$ cat src/rtl/gwb_pkg.sv
// Package: shared types for the guarded write bridge.
// Assumes: nothing beyond IEEE 1800-2017 enums.
package gwb_pkg;

    // Sequencer states of the bridge controller.
    typedef enum logic [2:0] {
        ST_IDLE   = 3'd0,   // waiting for a request
        ST_GUARD  = 3'd1,   // write captured, guard time running
        ST_STROBE = 3'd2,   // memory write strobe active
        ST_WACK   = 3'd3,   // write acknowledge cycle
        ST_RACK   = 3'd4,   // read acknowledge cycle
        ST_REL    = 3'd5    // waiting for processor strobes to release
    } gwb_state_e;

endpackage

$ cat src/rtl/gwb_ctrl.sv
// Module: gwb_ctrl
// Sequences one transaction at a time: capture, guard wait, memory
// strobe, acknowledge, then wait for the processor strobes to release.
// Assumes: strobes are synchronous to clk; reset is synchronous, active low.
module gwb_ctrl #(
    parameter int GUARD_CYC  = 2,
    parameter int STROBE_CYC = 2
) (
    input  logic clk,
    input  logic rst_n,
    input  logic sel_n,
    input  logic inhibit_n,
    input  logic wr_n,
    input  logic rd_n,
    output logic cap_en,
    output logic commit_en,
    output logic cap_n_q,
    output logic we_n_q,
    output logic ack_q
);
    import gwb_pkg::*;

    localparam int CMAX = (GUARD_CYC > STROBE_CYC) ? GUARD_CYC : STROBE_CYC;
    localparam int CW   = $clog2(CMAX + 1);

    gwb_state_e    state, state_nx;
    logic [CW-1:0] cnt, cnt_nx;
    logic          wr_req, rd_req;

    assign wr_req = !sel_n && !wr_n;
    assign rd_req = !sel_n && !rd_n;

    // Next-state decode, guard/strobe counting and enable pulses.
    always_comb begin
        state_nx  = state;
        cnt_nx    = cnt;
        cap_en    = 1'b0;
        commit_en = 1'b0;
        unique case (state)
            ST_IDLE: begin
                if (wr_req) begin
                    cap_en   = 1'b1;
                    cnt_nx   = '0;
                    state_nx = ST_GUARD;
                end else if (rd_req) begin
                    state_nx = ST_RACK;
                end
            end
            ST_GUARD: begin
                if (!inhibit_n) begin
                    state_nx = ST_REL;
                end else if (cnt == CW'(GUARD_CYC)) begin
                    commit_en = 1'b1;
                    cnt_nx    = '0;
                    state_nx  = ST_STROBE;
                end else begin
                    cnt_nx = cnt + 1'b1;
                end
            end
            ST_STROBE: begin
                if (cnt == CW'(STROBE_CYC - 1)) begin
                    state_nx = ST_WACK;
                end else begin
                    cnt_nx = cnt + 1'b1;
                end
            end
            ST_WACK:  state_nx = ST_REL;
            ST_RACK:  state_nx = ST_REL;
            ST_REL: begin
                if (wr_n && rd_n) state_nx = ST_IDLE;
            end
            default:  state_nx = ST_IDLE;
        endcase
    end

    // State, counter and registered output strobes.
    always_ff @(posedge clk) begin
        if (!rst_n) begin
            state   <= ST_IDLE;
            cnt     <= '0;
            cap_n_q <= 1'b1;
            we_n_q  <= 1'b1;
            ack_q   <= 1'b0;
        end else begin
            state   <= state_nx;
            cnt     <= cnt_nx;
            cap_n_q <= !cap_en;
            we_n_q  <= (state_nx != ST_STROBE);
            ack_q   <= (state_nx == ST_WACK) || (state_nx == ST_RACK);
        end
    end

    // Capture strobe and memory strobe are never active together.
    assert_no_overlap_R2: assert property (@(posedge clk) disable iff (!rst_n)
        !(!cap_n_q && !we_n_q));

    // Write acknowledge rises on the edge that ends the memory strobe.
    assert_ack_after_strobe_R5: assert property (@(posedge clk) disable iff (!rst_n)
        ($rose(we_n_q) && $past(rst_n)) |-> ack_q);

    // An inhibit sampled during the guard time blocks the strobe.
    assert_inhibit_blocks_R4: assert property (@(posedge clk) disable iff (!rst_n)
        (state == ST_GUARD && !inhibit_n) |=> we_n_q);

    // Reset drives all strobes inactive.
    assert_reset_idle_R10: assert property (@(posedge clk)
        !rst_n |=> (we_n_q && cap_n_q && !ack_q));

    // The strobe width check applies only to multi-cycle strobes.
    generate
        if (STROBE_CYC >= 2) begin : g_wide_strobe
            assert_strobe_held_R3: assert property (@(posedge clk) disable iff (!rst_n)
                $fell(we_n_q) |=> !we_n_q);
        end
    endgenerate

endmodule

$ cat src/rtl/gwb_capture.sv
// Module: gwb_capture
// Holds the address and data of the most recently accepted write and
// drives them to the memory.
// Assumes: cap_en is a one-cycle pulse from the controller.
module gwb_capture #(
    parameter int AW = 20,
    parameter int DW = 16
) (
    input  logic          clk,
    input  logic          rst_n,
    input  logic          cap_en,
    input  logic [AW-1:0] addr,
    input  logic [DW-1:0] wdata,
    output logic [AW-1:0] addr_q,
    output logic [DW-1:0] data_q
);

    // Load address and data on capture, clear on reset.
    always_ff @(posedge clk) begin
        if (!rst_n) begin
            addr_q <= '0;
            data_q <= '0;
        end else if (cap_en) begin
            addr_q <= addr;
            data_q <= wdata;
        end
    end

    // Captured address changes only on a capture pulse.
    assert_cap_only_on_pulse_R1: assert property (@(posedge clk) disable iff (!rst_n)
        (!$stable(addr_q) && $past(rst_n)) |-> $past(cap_en));

endmodule

$ cat src/rtl/gwb_recall.sv
// Module: gwb_recall
// Records the address of the last write that actually reached memory.
// Assumes: commit_en pulses once, on the edge that starts the strobe.
module gwb_recall #(
    parameter int AW = 20
) (
    input  logic          clk,
    input  logic          rst_n,
    input  logic          commit_en,
    input  logic [AW-1:0] addr_q,
    output logic [AW-1:0] last_mem_addr
);

    // Copy the captured address when the write is committed.
    always_ff @(posedge clk) begin
        if (!rst_n) begin
            last_mem_addr <= '0;
        end else if (commit_en) begin
            last_mem_addr <= addr_q;
        end
    end

    // Recall register moves only on a commit.
    assert_recall_on_commit_R9: assert property (@(posedge clk) disable iff (!rst_n)
        (!$stable(last_mem_addr) && $past(rst_n)) |-> $past(commit_en));

endmodule

$ cat src/rtl/guarded_write_bridge.sv
// Module: guarded_write_bridge (top)
// SRAM-style processor port in front of an upset-protected memory. Writes are
// captured, held for a guard time, cancellable by inhibit, then strobed.
// Assumes: single clock domain; synchronous active-low reset.
module guarded_write_bridge #(
    parameter int AW         = 20,
    parameter int DW         = 16,
    parameter int GUARD_CYC  = 2,
    parameter int STROBE_CYC = 2
) (
    input  logic          clk,
    input  logic          rst_n,
    input  logic          sel_n,
    input  logic          inhibit_n,
    input  logic          wr_n,
    input  logic          rd_n,
    input  logic [AW-1:0] addr,
    input  logic [DW-1:0] wdata,
    output logic          mem_we_n,
    output logic          cap_n,
    output logic          ack,
    output logic [AW-1:0] mem_addr,
    output logic [DW-1:0] mem_wdata,
    output logic [AW-1:0] last_mem_addr
);

    logic cap_en;
    logic commit_en;

    gwb_ctrl #(
        .GUARD_CYC  (GUARD_CYC),
        .STROBE_CYC (STROBE_CYC)
    ) u_ctrl (
        .clk       (clk),
        .rst_n     (rst_n),
        .sel_n     (sel_n),
        .inhibit_n (inhibit_n),
        .wr_n      (wr_n),
        .rd_n      (rd_n),
        .cap_en    (cap_en),
        .commit_en (commit_en),
        .cap_n_q   (cap_n),
        .we_n_q    (mem_we_n),
        .ack_q     (ack)
    );

    gwb_capture #(
        .AW (AW),
        .DW (DW)
    ) u_capture (
        .clk    (clk),
        .rst_n  (rst_n),
        .cap_en (cap_en),
        .addr   (addr),
        .wdata  (wdata),
        .addr_q (mem_addr),
        .data_q (mem_wdata)
    );

    gwb_recall #(
        .AW (AW)
    ) u_recall (
        .clk           (clk),
        .rst_n         (rst_n),
        .commit_en     (commit_en),
        .addr_q        (mem_addr),
        .last_mem_addr (last_mem_addr)
    );

endmodule

$ cat config.mk
export PLATFORM = sky130hd
export DESIGN_NAME = guarded_write_bridge
export DESIGN_NICKNAME = d
export VERILOG_FILES = /design/src/rtl/gwb_pkg.sv /design/src/rtl/gwb_ctrl.sv /design/src/rtl/gwb_capture.sv /design/src/rtl/gwb_recall.sv /design/src/rtl/guarded_write_bridge.sv
export SDC_FILE = /design/constraint.sdc
export NUM_CORES = 1
export LEC_CHECK = 0
export BUFFER_PORTS_ARGS = -buffer_cell sky130_fd_sc_hd__buf_4
export CAP_MARGIN = 20
export CORE_AREA = 2 2 85 87
export CTS_CLUSTER_DIAMETER = 40
export DETAILED_ROUTE_END_ITERATION = 6
export DIE_AREA = 0 0 87 89
export PLACE_DENSITY = 0.66
export SYNTH_ARGS = -nofsm -noshare
export SYNTH_HDL_FRONTEND = slang
export SYNTH_SLANG_ARGS = --single-unit
$ cat constraint.sdc
create_clock -name clk -period 4.2 [get_ports clk]
set_clock_uncertainty 0.1 [all_clocks]
set_input_delay 0.63 -clock clk [delete_from_list [all_inputs] [get_ports clk]]
set_output_delay 0.63 -clock clk [all_outputs]
set_load 0.05 [all_outputs]
# Word-level counts from Yosys, hierarchy flattened
# Index checks and enable logic that the tools add are counted.
dict set report classes {
  addsub 1
  reduce_logical 12
  n_eq_ne 13
  n_mux 17
}
# operator count
set op_table {}
lappend op_table {{2-to-1 mux 3 bit} 6}
lappend op_table {{case mux 3 bit (5 select lines)} 1}
lappend op_table {{equality test 3 x 2 -> 1 bit, second input constant} 3}
lappend op_table {{equality test 3 bit, second input constant} 3}
lappend op_table {{2-to-1 mux 2 bit} 4}
lappend op_table {{case mux 2 bit (3 select lines)} 1}
lappend op_table {{2-to-1 mux 1 bit} 5}
lappend op_table {{zero test 1 bit} 4}
lappend op_table {{!= test 2 bit, second input constant} 2}
lappend op_table {{AND reduction 4 bit} 1}
lappend op_table {{equality test 3 x 1 -> 1 bit, second input constant} 1}
lappend op_table {{logical AND 1 bit} 3}
lappend op_table {{zero test 3 bit} 1}
lappend op_table {{!= test 3 x 2 -> 1 bit, second input constant} 1}
lappend op_table {{nonzero test 3 bit} 1}
lappend op_table {{adder 2 x 1 -> 2 bit, second input constant} 1}
lappend op_table {{equality test 2 x 1 -> 1 bit, second input constant} 1}
lappend op_table {{equality test 2 bit, second input constant} 1}
lappend op_table {{!= test 2 x 1 -> 1 bit, second input constant} 1}
lappend op_table {{OR reduction 2 bit} 1}
lappend op_table {{logical OR 1 bit} 1}
dict set report word_totals {
  in_bits 42
  elab_cells 51
  ff_bits 64
  out_inout_bits 59
}

# Longest topological paths before layout
dict set report depth {
  depth_word 7
  depth_mapped 7
  mapped_depth_nobuf 6
}

# Hierarchy
# From an unflattened synthesis, not the netlist that was laid out.
dict set report hier_totals {
  cells_unflattened 237
  hier_area_um2 2680.1
}
# mod seq_area_each_um2 n_inst area_each_um2 cells_each
set modules_own_cells {}
lappend modules_own_cells {gwb_capture 720.7 1 1388.8 115}
lappend modules_own_cells {gwb_recall 400.4 1 755.7 64}
lappend modules_own_cells {gwb_ctrl 160.2 1 535.5 58}

# Least setup slack after synthesis
# Ideal clock, no wire load.
dict set report synth_path {
  kind {input port to flip-flop}
  start {input port sel_n}
  end {register u_capture.addr_q[10]}
  arrival_ns 1.402
  stages 6
  t_required_ns 4.034
  setup_ns 0.066
  setup_slack_ns 2.632
  path_buffers 2
  cell_sequence {nor4_2 and2b_1 buf_6 buf_12 nand2_1 a21boi_2}
}
dict set report synth_via {
  elab_chain_cells 4
}
# item line
set synth_rtl {}
lappend synth_rtl {{start, declared} guarded_write_bridge.sv:13} ;# input logic sel_n,
lappend synth_rtl {{zero test 1 bit} gwb_ctrl.sv:30} ;# assign wr_req = !sel_n && !wr_n;
lappend synth_rtl {{logical AND 1 bit} gwb_ctrl.sv:30}
lappend synth_rtl {{2-to-1 mux 1 bit} gwb_ctrl.sv:41} ;# if (wr_req) begin
lappend synth_rtl {{2-to-1 mux 1 bit} gwb_ctrl.sv:39} ;# unique case (state)
lappend synth_rtl {{end signal, assigned} gwb_capture.sv:24} ;# addr_q <= addr;
lappend synth_rtl {{end, declared} gwb_capture.sv:14} ;# output logic [AW-1:0] addr_q,
# No other way between the ends.
# A chain may end at the register's enable or synchronous reset.

# Final worst setup path
dict set report layout_path {
  start {register u_ctrl.cnt[0]}
  end {register u_recall.last_mem_addr[12]}
}
dict set report layout_via {
  elab_chain_cells 4
}
# item line
set layout_rtl {}
lappend layout_rtl {{start, declared} gwb_ctrl.sv:27} ;# logic [CW-1:0] cnt, cnt_nx;
lappend layout_rtl {{start signal, assigned} gwb_ctrl.sv:86} ;# cnt <= cnt_nx;
lappend layout_rtl {{equality test 2 bit} gwb_ctrl.sv:52} ;# end else if (cnt == CW'(GUARD_CYC)) begin
lappend layout_rtl {{2-to-1 mux 1 bit} gwb_ctrl.sv:52}
lappend layout_rtl {{2-to-1 mux 1 bit} gwb_ctrl.sv:50} ;# if (!inhibit_n) begin
lappend layout_rtl {{2-to-1 mux 1 bit} gwb_ctrl.sv:39}
lappend layout_rtl {{end signal, assigned} gwb_recall.sv:19} ;# last_mem_addr <= addr_q;
lappend layout_rtl {{end, declared} gwb_recall.sv:11} ;# output logic [AW-1:0] last_mem_addr
# No other way between the ends.

==> flow_metrics.env <==
export IMPL_die_w_um=87
export IMPL_instances_no_fill=474
export IMPL_mostFrequentLayoutCells="122 x nand2_1, 102 x buf_4, 64 x dfxtp_1, 29 x a21boi_2, 28 x a21boi_0"
export IMPL_period_share_pct=48.3
export IMPL_postRouteAntennaNets=0
export IMPL_antenna_found_initial=0
export IMPL_crit_fanout=20
export IMPL_maxSlewViolCount=0
export IMPL_cts_path_max_buffers=2
export IMPL_fin_area_sq_um=3620
export IMPL_fin_nets=436
export IMPL_clkSinkCount=64
export IMPL_die_area_sq_um=7740
export IMPL_dpl_cell_area_sq_um=3400
export IMPL_layout_commonest_cell="nand2_1"
export IMPL_cts_root_buffer="clkbuf_8"
export IMPL_dp_hpwl_um=4080
export IMPL_synth_cell_types=28
export IMPL_grt_max_degree=62
export IMPL_drcViolationCount=0
export IMPL_vias_per_cell=4.76
export IMPL_yosys_warnings=0
export IMPL_synth_edf_count=0
export IMPL_reg2reg_depth=6
export IMPL_rsz0062_at_grt="false"
export IMPL_maxCapViolations=0
export IMPL_wire_per_inst_um=13.0
export IMPL_syn_area_sq_um=2670
export IMPL_async_flop_share_pct=0
export IMPL_area_growth_pct=35.5
export IMPL_final_layout_size_suffix_gt1_share_pct=37.8
export IMPL_hp_class="reg2reg"
export IMPL_antenna_cells_inserted=0
export IMPL_status="finished clean"
export IMPL_finalSetupTns_ns=0
export IMPL_dp_cells=459
export IMPL_cp_arrival_ns=2.16
export IMPL_overflow=0
export IMPL_setup_viol=0
export IMPL_crit_path_max_incr_delay_ns=0.71
export IMPL_ctsHtreeMaxLevel=3
export IMPL_design_core_area_sq_um=6720
export IMPL_avgSynthCellArea_sq_um=9.02
export IMPL_std_cell_rows=30
export IMPL_crit_path_end_kind="flop"
export IMPL_p_leak_nw=1.48
export IMPL_io_buffers=100
export IMPL_power_density_nw_per_um2=410
export IMPL_cts_tree="done"
export IMPL_required_ns=4.33
export IMPL_synth_nets=342
export IMPL_final_fill_count=657
export IMPL_grt_pass1_vias=2086
export IMPL_num_vias=2256
export IMPL_clkTransAtPathRegs_ns=0.07
export IMPL_path_delay_family="simple AND/OR/NAND/NOR gates"
export IMPL_ff_latch_area_sq_um=1280
export IMPL_multiInputGateArea_sq_um=1240
export IMPL_gp_congestion=0.807
export IMPL_hold_depth=2
export IMPL_numCtsBuffers=9
export IMPL_max_freq_mhz=493
export IMPL_die_h_um=89
export IMPL_drt_iter0_drc=71
export IMPL_ir_worst_vdd_mv=0.262
export IMPL_yosysSeqAreaShare_pct=48.0
export IMPL_post_route_min_period_ns=2.03
export IMPL_insertion_delay_ns=0.33
export IMPL_path_cells="inv_1 -> ha_1 -> nand4b_1 -> nor2_2 -> nand2_1 -> a21boi_0"
export IMPL_setup_worst_path_class="reg2reg"
export IMPL_hold_viol=0
export IMPL_critical_path_buf_inv_count=1
export IMPL_start_kind="flop"
export IMPL_ios=101
export IMPL_drt_pre_antenna_iters=4
export IMPL_p_total_mw=1.49
export IMPL_cp_slowest_cell="nor2_2"
export IMPL_synth_top_flop_cell="dfxtp_1"
export IMPL_grt_first_pass_wirelength_um=9720
export IMPL_tightest_slew_ns=0.885
export IMPL_wirelength_um=6150
export IMPL_cts_hold_buf=0
export IMPL_slew_headroom_pct=40.9
export IMPL_cts_setup_buffers=0
export IMPL_cp_depth=6
export IMPL_grt_total_usage_pct=16.1
export IMPL_cts_repair_resized=0
export IMPL_syn_inst=296
export IMPL_ys_ff_latch=64
export IMPL_initial_core_util_pct=39.8
[cell usage after synthesis, types with 2 or more instances]
cell type	count	area share, %
a21oi_1	2	0.37
nand2_1	122	17
nor2_1	3	0.42
inv_1	3	0.42
buf_12	3	2.2
ha_1	4	1.9
nor2b_1	3	0.70
and2b_1	2	0.56
a21boi_2	29	12
clkbuf_1	6	0.84
mux2i_1	2	0.75
dfxtp_1	64	48
nand2b_1	3	0.70
a21boi_0	28	7.9
a22o_1	2	0.66
buf_2	8	1.5
[power breakdown]
part           leakage, nW  internal [mW]  switching [mW]  total, mW
Combinational        0.847         0.0952           0.146      0.241
Sequential           0.519          0.632          0.0216      0.654
Clock                0.112          0.363           0.227      0.590
[per-layer routing]
layer	vias up	part of all wire [%]	track usage, %
met5	-	0	0
met4	0	2.1	8.81
met3	11	5.2	3.23
met2	61	50	26.7
met1	1038	43	19.8
li1	1146	-	-
[state kept, by name, indices dropped and copies added (netlist names)]
name,flops
u_ctrl.we_n_q,1
u_capture.addr_q,20
u_recall.last_mem_addr,20
u_ctrl.ack_q,1
u_ctrl.state,3
u_ctrl.cnt,2
u_ctrl.cap_n_q,1
u_capture.data_q,16
[cell families (layout without fill, tap and decap cells)]
logic type	after synthesis	after routing	share of synthesized area, %
AND/OR/NAND/NOR	139	139	21.3
AO/OA/AOI/OAI	65	65	22.4
adder cells (fa/ha/maj)	4	4	1.87
flip-flops	64	64	48.0
multiplexers	2	2	0.749
buffers and inverters	22	120	5.71
[worst register-to-register path, delay by kind of cell, from the launching register on]
kind                       cells  cell delay (ns)
AOI/OAI and AO/OA              1             0.24
adders and majority gates      1             0.18
buffers and inverters          1             0.10
DFF                            1             0.34
and+or+nand+nor                3             0.97
[final cells by class]
type / count / area share, %
Sequential cell: 64 / 35.4
Clock inverter: 3 / 1.80
Inverter: 3 / 0.311
Multi-Input combinational cell: 210 / 34.3
Tap cell: 80 / 2.77
Timing Repair Buffer: 102 / 21.2
Clock buffer: 12 / 4.29
[worst paths after layout]
path | slack [ns] | start | endpoint
hold reg to reg | 0.36 | u_capture.data_q[6] | u_capture.data_q[6]
setup / recovery | 2.17 | u_ctrl.cnt[0] | u_recall.last_mem_addr[12]
setup reg to reg | 2.17 | u_ctrl.cnt[0] | u_recall.last_mem_addr[12]
hold / removal | 0.36 | u_capture.data_q[6] | u_capture.data_q[6]
[metrics by stage]
step	setup WS, ns	util, %	hold slack, ns
after detailed placement	2.12	50.6	0.357
after floorplan	2.63	-	0.355
final	2.17	53.9	0.364
after global placement	2.22	50.6	0.351
after global routing	1.93	53.9	0.379
after CTS	2.14	53.9	0.367
Note: power is estimated with default switching activity, not from simulation.
